[src/rtl/ext_irq_pkg.sv]
// Package: shared sizes and the sense-mode encoding for the external
// interrupt flag register.
package ext_irq_pkg;
    localparam int unsigned N_LINES_DEF = 6;
    localparam int unsigned REG_W_DEF   = 8;
    localparam int unsigned SYNC_DEF    = 2;

    typedef enum logic {
        SENSE_LEVEL = 1'b0,
        SENSE_FALL  = 1'b1
    } sense_e;
endpackage

[src/rtl/irq_sync.sv]
// Module: irq_sync
// A chain of STAGES flops that brings one asynchronous pin into the clock
// domain. Assumes STAGES >= 1. Resets to RST_VAL so that an idle pin (high)
// does not look like an edge after reset.
module irq_sync #(
    parameter int unsigned STAGES  = 2,
    parameter logic        RST_VAL = 1'b1
) (
    input  logic clk,
    input  logic rst_n,
    input  logic pin_async,
    output logic pin_sync
);
    logic [STAGES-1:0] chain;

    genvar s;
    generate
        for (s = 0; s < STAGES; s++) begin : g_stage
            if (s == 0) begin : g_first
                // First stage samples the raw pin
                always_ff @(posedge clk) begin
                    if (!rst_n) chain[0] <= RST_VAL;
                    else        chain[0] <= pin_async;
                end
            end else begin : g_next
                // Later stages shift the sample along
                always_ff @(posedge clk) begin
                    if (!rst_n) chain[s] <= RST_VAL;
                    else        chain[s] <= chain[s-1];
                end
            end
        end
    endgenerate

    assign pin_sync = chain[STAGES-1];
endmodule

[src/rtl/irq_detect.sv]
// Module: irq_detect
// Turns one synchronised active-low pin into a set request. In level mode
// the request follows the low level. In falling-edge mode it pulses for one
// cycle when the previous sample was high and the current one is low.
// Assumes pin_s is already synchronous to clk.
module irq_detect
    import ext_irq_pkg::*;
(
    input  logic   clk,
    input  logic   rst_n,
    input  logic   pin_s,
    input  sense_e sense,
    output logic   set_req,
    output logic   pin_high
);
    logic prev_s;

    // Keep the previous synchronised sample for edge detection
    always_ff @(posedge clk) begin
        if (!rst_n) prev_s <= 1'b1;
        else        prev_s <= pin_s;
    end

    // Select the set condition for the configured sense mode
    always_comb begin
        if (sense == SENSE_FALL) set_req = prev_s & ~pin_s;
        else                     set_req = ~pin_s;
    end

    assign pin_high = pin_s;

    assert_fall_only_R8: assert property (@(posedge clk) disable iff (!rst_n)
        (sense == SENSE_FALL && $past(sense) == SENSE_FALL && !pin_s && !$past(pin_s)) |-> !set_req)
        else $error("edge mode raised a set with the pin held low");
endmodule

[src/rtl/irq_flag_cell.sv]
// Module: irq_flag_cell
// One sticky flag with its read-before-clear arm. Set has priority over
// every clear. The arm is taken by a read while the flag is 1 and dropped
// by any write, by standby or when the flag is 0. Assumes ack is a
// single-cycle pulse.
module irq_flag_cell (
    input  logic clk,
    input  logic rst_n,
    input  logic standby,
    input  logic set_req,
    input  logic ack,
    input  logic ack_ok,
    input  logic rd_en,
    input  logic wr_en,
    input  logic wr_bit,
    output logic flag
);
    logic arm;
    logic sw_clr;
    logic ack_clr;

    assign sw_clr  = wr_en & ~wr_bit & arm;
    assign ack_clr = ack & ack_ok;

    // Flag update: standby, then set, then any clear
    always_ff @(posedge clk) begin
        if (!rst_n)                 flag <= 1'b0;
        else if (standby)           flag <= 1'b0;
        else if (set_req)           flag <= 1'b1;
        else if (sw_clr || ack_clr) flag <= 1'b0;
    end

    // Arm tracks a read of this bit as 1 since the last write
    always_ff @(posedge clk) begin
        if (!rst_n)                          arm <= 1'b0;
        else if (standby || wr_en || !flag)  arm <= 1'b0;
        else if (rd_en)                      arm <= 1'b1;
    end

    assert_set_wins_R11: assert property (@(posedge clk) disable iff (!rst_n)
        (set_req && !standby) |=> flag)
        else $error("set lost against a clear");
    assert_no_write_set_R6: assert property (@(posedge clk) disable iff (!rst_n)
        (!flag && !set_req) |=> !flag)
        else $error("flag rose without a set condition");
    assert_unarmed_hold_R5: assert property (@(posedge clk) disable iff (!rst_n)
        (flag && !arm && !standby && !ack_clr) |=> flag)
        else $error("flag cleared without an arming read");
    // a permitted acknowledge without a set clears the flag
    assert_ack_clears_R10: assert property (@(posedge clk) disable iff (!rst_n)
        (ack && ack_ok && !set_req) |=> !flag)
        else $error("acknowledge failed to clear");
endmodule

[src/rtl/ext_irq_flags.sv]
// Module: ext_irq_flags (top)
// Six external request lines -> synchroniser -> detector -> sticky flag
// cell. Exposes a byte register with zero reserved bits and a combined
// enabled request. Assumes ack is one-hot and lasts one cycle, and that
// rd_en/wr_en are single-cycle bus strobes.
module ext_irq_flags
    import ext_irq_pkg::*;
#(
    parameter int unsigned N_LINES = N_LINES_DEF,
    parameter int unsigned REG_W   = REG_W_DEF,
    parameter int unsigned SYNC_N  = SYNC_DEF
) (
    input  logic               clk,
    input  logic               rst_n,
    input  logic               standby,
    input  logic [N_LINES-1:0] irq_n,
    input  logic [N_LINES-1:0] sense_edge,
    input  logic [N_LINES-1:0] irq_en,
    input  logic [N_LINES-1:0] ack,
    input  logic               rd_en,
    input  logic               wr_en,
    input  logic [REG_W-1:0]   wr_data,
    output logic [REG_W-1:0]   rd_data,
    output logic [N_LINES-1:0] flags,
    output logic               irq_req
);
    localparam int unsigned RSV_W = REG_W - N_LINES;

    logic [N_LINES-1:0] pin_s;
    logic [N_LINES-1:0] set_req;
    logic [N_LINES-1:0] pin_high;

    genvar n;
    generate
        for (n = 0; n < N_LINES; n++) begin : g_line
            sense_e     mode;
            logic       ack_ok;

            assign mode   = sense_e'(sense_edge[n]);
            // Edge mode clears at any level; level mode needs the pin high
            assign ack_ok = (mode == SENSE_FALL) | pin_high[n];

            irq_sync #(.STAGES(SYNC_N), .RST_VAL(1'b1)) u_sync (
                .clk       (clk),
                .rst_n     (rst_n),
                .pin_async (irq_n[n]),
                .pin_sync  (pin_s[n])
            );

            irq_detect u_det (
                .clk      (clk),
                .rst_n    (rst_n),
                .pin_s    (pin_s[n]),
                .sense    (mode),
                .set_req  (set_req[n]),
                .pin_high (pin_high[n])
            );

            irq_flag_cell u_cell (
                .clk     (clk),
                .rst_n   (rst_n),
                .standby (standby),
                .set_req (set_req[n]),
                .ack     (ack[n]),
                .ack_ok  (ack_ok),
                .rd_en   (rd_en),
                .wr_en   (wr_en),
                .wr_bit  (wr_data[n]),
                .flag    (flags[n])
            );
        end
    endgenerate

    assign rd_data = {{RSV_W{1'b0}}, flags};
    assign irq_req = |(flags & irq_en);

    assert_standby_clears_R2: assert property (@(posedge clk) disable iff (!rst_n)
        standby |=> (flags == '0))
        else $error("standby left a flag set");
    assert_reset_zero_R1: assert property (@(posedge clk)
        !rst_n |=> (flags == '0))
        else $error("reset left a flag set");
    assert_ack_onehot_R10: assert property (@(posedge clk) disable iff (!rst_n)
        $onehot0(ack))
        else $error("acknowledge is not one-hot");
endmodule

[config.mk]
export PLATFORM = sky130hd
export DESIGN_NAME = ext_irq_flags
export DESIGN_NICKNAME = d
export VERILOG_FILES = /design/src/rtl/ext_irq_pkg.sv /design/src/rtl/irq_sync.sv /design/src/rtl/irq_detect.sv /design/src/rtl/irq_flag_cell.sv /design/src/rtl/ext_irq_flags.sv
export SDC_FILE = /design/constraint.sdc
export NUM_CORES = 1
export LEC_CHECK = 0
export ABC_AREA = 0
export BUFFER_PORTS_ARGS = -buffer_cell sky130_fd_sc_hd__buf_2
export CORE_UTILIZATION = 45
export DETAILED_ROUTE_END_ITERATION = 8
export PLACE_DENSITY = 0.89
export SLEW_MARGIN = 20
export SYNTH_ARGS = -nofsm -noshare
export SYNTH_HDL_FRONTEND = slang
export SYNTH_SLANG_ARGS = --single-unit
export TNS_END_PERCENT = 10
[constraint.sdc]
create_clock -name clk -period 1.17 [get_ports clk]
set_clock_uncertainty 0.15 [all_clocks]
set_input_delay 0.0585 -clock clk [delete_from_list [all_inputs] [get_ports clk]]
set_output_delay 0.0585 -clock clk [all_outputs]
set_load 0.03 [all_outputs]
==> flow_summary_export.csv <==
group,metric,value,unit
synthesis,synth-edff-count,0,
synthesis,ys_warn_count,0,
worst_setup_path,path_max_fanout,2,
synthesis,yosysSeqAreaShare,53.10,%
worst_setup_path,path_class,"register to output pin",
timing,period_share,110.2,%
cts,ctsHoldBuffers,25,
global_routing,grt_pass1_wl,4140,um
synthesis,synth-async-reset-ratio,0,%
worst_setup_path,cp_data_required_time,0.96,ns
placed_design,gp_congestion,0.6800,
synthesis,synth_ff_type,"dfxtp_1",
power,sw_frac_of_total,22.78,%
floorplan,chipHeight,52.14,um
cts,cts_tree,"done",
synthesis,synthCells,118,
drt,drtAntennaViolNets,0,
timing,fmaxAchievable,0.7759,GHz
synthesis,ys_types,19,
timing,fin_crit,1.289,ns
drt,routedWlPerCell,14.57,um
timing,tns,-0.2442,ns
cts,numCtsBuffers,5,
cts,clk_latency,0.32,ns
placed_design,preCtsSetupSlack,0.1126,ns
global_routing,grt_pass1_vias,997,
power,pwr-share-comb,13.5,%
power,p_seq_share,54.8,%
worst_setup_path,cp_slowest_stage_delay,0.35,ns
layout,drive_above_1_share,37.89,%
worst_setup_path,worstPathArrival,1.08,ns
floorplan,die_w,52.14,um
cts,cts-root-buf,"clkbuf_4",
power,clockPowerShare,31.7,%
layout,area_growth,56.42,%
floorplan,coreArea,2297,sq um
status,status,"finished with violations",
global_routing,gr-total-overflow,0,
floorplan,pin_count,52,
cts,cts_max_level,2,
global_routing,grtUsageTotal,22.17,%
timing,hold_ws,-0.08901,ns
global_routing,grt_max_degree,19,
power,leakage,0.8219,nW
cts,numClockSinks,30,
synthesis,avgSynthCellArea,9.585,sq um
placed_design,dp_hpwl,1353,um
drt,drtPass1Iterations,4,
timing,drv_slew,0,
layout,design_area,1769,sq um
timing,finalHoldViolCount,6,
worst_hold_path,whs_path_depth,3,
drt,via_count,1059,
worst_setup_path,crit_slowest_cell,"dfxtp_2",
floorplan,rows,17,
drt,drc,0,
placed_design,dpl_cell_area,1291,sq um
timing,postLayoutSetupSlackWorst,-0.1188,ns
worst_setup_path,crit_chain,"a22oi_2 -> nand3_1 -> buf_6",
power,p_int,0.001495,W
drt,routed_via_density,4.858,
cts,cts_buffer_depth,2,
drt,dr.first_iter.drc_count,18,
worst_setup_path,r2r_cells,4,
cts,clkTransAtPathRegs,0.09,ns
flow_run,cap_violations,0,
layout,antenna-diode-count,0,
floorplan,die_area,2718,sq um
layout,num-fill-cells,130,
layout,utilization,77.02,%
power,p_per_area,1094,nW/um^2
timing,rsz0062_at_grt,"yes",
synthesis,syn_area,1131,sq um
worst_setup_path,startpoint_type,"register",
floorplan,initial_core_util,49.24,%
synthesis,ys_ff_latch,30,
layout,nNetsFinal,226,
power,irDropWorstVdd,797.5,uV
worst_setup_path,cp-end-kind,"output pin",
global_routing,antenna_found_initial,0,
power,p_sw,0.0004410,W
timing,setup_violations,5,
drt,wl,3176,um
worst_hold_path,hold_path.class,"input port to register",
placed_design,io_buffers,47,
status,violations,"hold timing, setup timing",
==> placed cells by master (no fill, tap or decap) <==
master          n
or2b_1          8
dfxtp_2         6
o21ai_0        10
buf_4           4
a21o_1          6
nor2b_1         5
conb_1          2
nand2b_1       10
buf_6          16
nor2_1          6
buf_2          34
or2_4           1
nand3_1         1
dfxtp_1        24
a22oi_2         3
a21oi_1         6
clkbuf_1        1
nand2_1         5
dlygate4sd3_1  25
clkbuf_4        5
inv_1           6
clkbuf_8        1
nand2b_4        1
nand3b_1        2
clkinv_2        1
o21ai_1         1
==> registers in the layout (all words and copies together) (netlist names) <==
name                    cells
g_line.u_cell.flag          6
g_line.u_cell.arm           6
g_line.u_det.prev_s         6
g_line.u_sync.pin_sync      6
g_line.u_sync.chain         6
==> metrics by stage <==
step	hold slack, ns	total power, W	std cells
floorplan	0.004887	0.001177	119
global route	-0.1054	0.002043	218
finish	-0.08901	0.001935	218
CTS	-0.06955	0.001915	218
detailed placement	0.08798	0.001239	179
global placement	0.08594	0.001234	179
==> critical path, delay by kind of cell (launching register included) <==
| family | cells | cell delay [ns] |
|---|---|---|
| buf+inv | 1 | 0.16 |
| simple gates | 1 | 0.12 |
| compound gates | 1 | 0.14 |
| flops | 1 | 0.35 |
==> cell families (layout without fill, tap and decap cells) <==
| group | after synthesis | in the layout | synth area share, % |
|---|---|---|---|
| simple gates | 39 | 39 | 20.35 |
| other cells | 1 | 2 | 0.3315 |
| compound gates | 26 | 26 | 13.50 |
| buf+inv | 22 | 93 | 12.72 |
| flops | 30 | 30 | 53.10 |
==> routing by layer <==
metal  global-route usage [%]  routed length [um]  vias to the layer above
met2                    39.10                1524                       62
met1                    19.89                1214                      476
met3                    11.99                 292                       14
met5                        0                   0                        -
met4                    12.28                 144                        0
li1                         -                   -                      507
==> cell type report <==
| class | instances | area [sq um] | share of cell area, % |
|---|---|---|---|
| well taps | 28 | 35.03 | 1.980 |
| inverters | 6 | 22.52 | 1.273 |
| clock inverters | 1 | 5.005 | 0.2829 |
| clock buffers | 7 | 55.05 | 3.112 |
| multi-input cells | 67 | 412.9 | 23.34 |
| repair buffers | 79 | 630.6 | 35.64 |
| flip-flops and latches | 30 | 608.1 | 34.37 |
==> synthesized netlist by cell type (3+ instances only) <==
| cell type | instances | share of area (%) |
|---|---|---|
| nor2b_1 | 5 | 2.8 |
| nor2_1 | 6 | 2.0 |
| o21ai_0 | 11 | 4.9 |
| dfxtp_1 | 30 | 53 |
| buf_4 | 14 | 9.3 |
| nand2b_1 | 10 | 5.5 |
| or2b_1 | 8 | 5.3 |
| inv_1 | 6 | 2.0 |
| a21o_1 | 6 | 4.0 |
| a22oi_1 | 3 | 2.0 |
| a21oi_1 | 6 | 2.7 |
| nand2_1 | 5 | 1.7 |
==> worst paths after layout <==
| check | startpoint | to | slack (ns) |
|---|---|---|---|
| max reg2reg | g_line[2].u_cell.flag$_SDFFE_PP0P_ | g_line[2].u_cell.flag$_SDFFE_PP0P_ | -0.02 |
| min reg2reg | g_line[0].u_sync.chain[0]$_SDFF_PN1_ | g_line[0].u_sync.pin_sync$_SDFF_PN1_ | 0.26 |
| min | standby | g_line[0].u_cell.flag$_SDFFE_PP0P_ | -0.09 |
| max | g_line[4].u_cell.flag$_SDFFE_PP0P_ | irq_req | -0.12 |
==> power by group through the flow <==
stage | clock, W | sequential (W) | combinational (W)
final | 0.000613 | 0.00106 | 0.000261
after global routing | 0.000700 | 0.00106 | 0.000279
after CTS | 0.000622 | 0.00106 | 0.000233
after detailed placement | 0 | 0.00108 | 0.000154
after global placement | 0 | 0.00108 | 0.000151
after floorplan | 0 | 0.00108 | 0.0000947
==> timing repair <==
action                                  CTS  global route
buffers inserted                          6             0
cloned                                    0             0
endpoints found under the setup margin    1            21
pin swaps                                 1             3
hold endpoints to repair                 25             6
resized for setup                        15            34
Note: power is estimated with default switching activity, not from simulation.
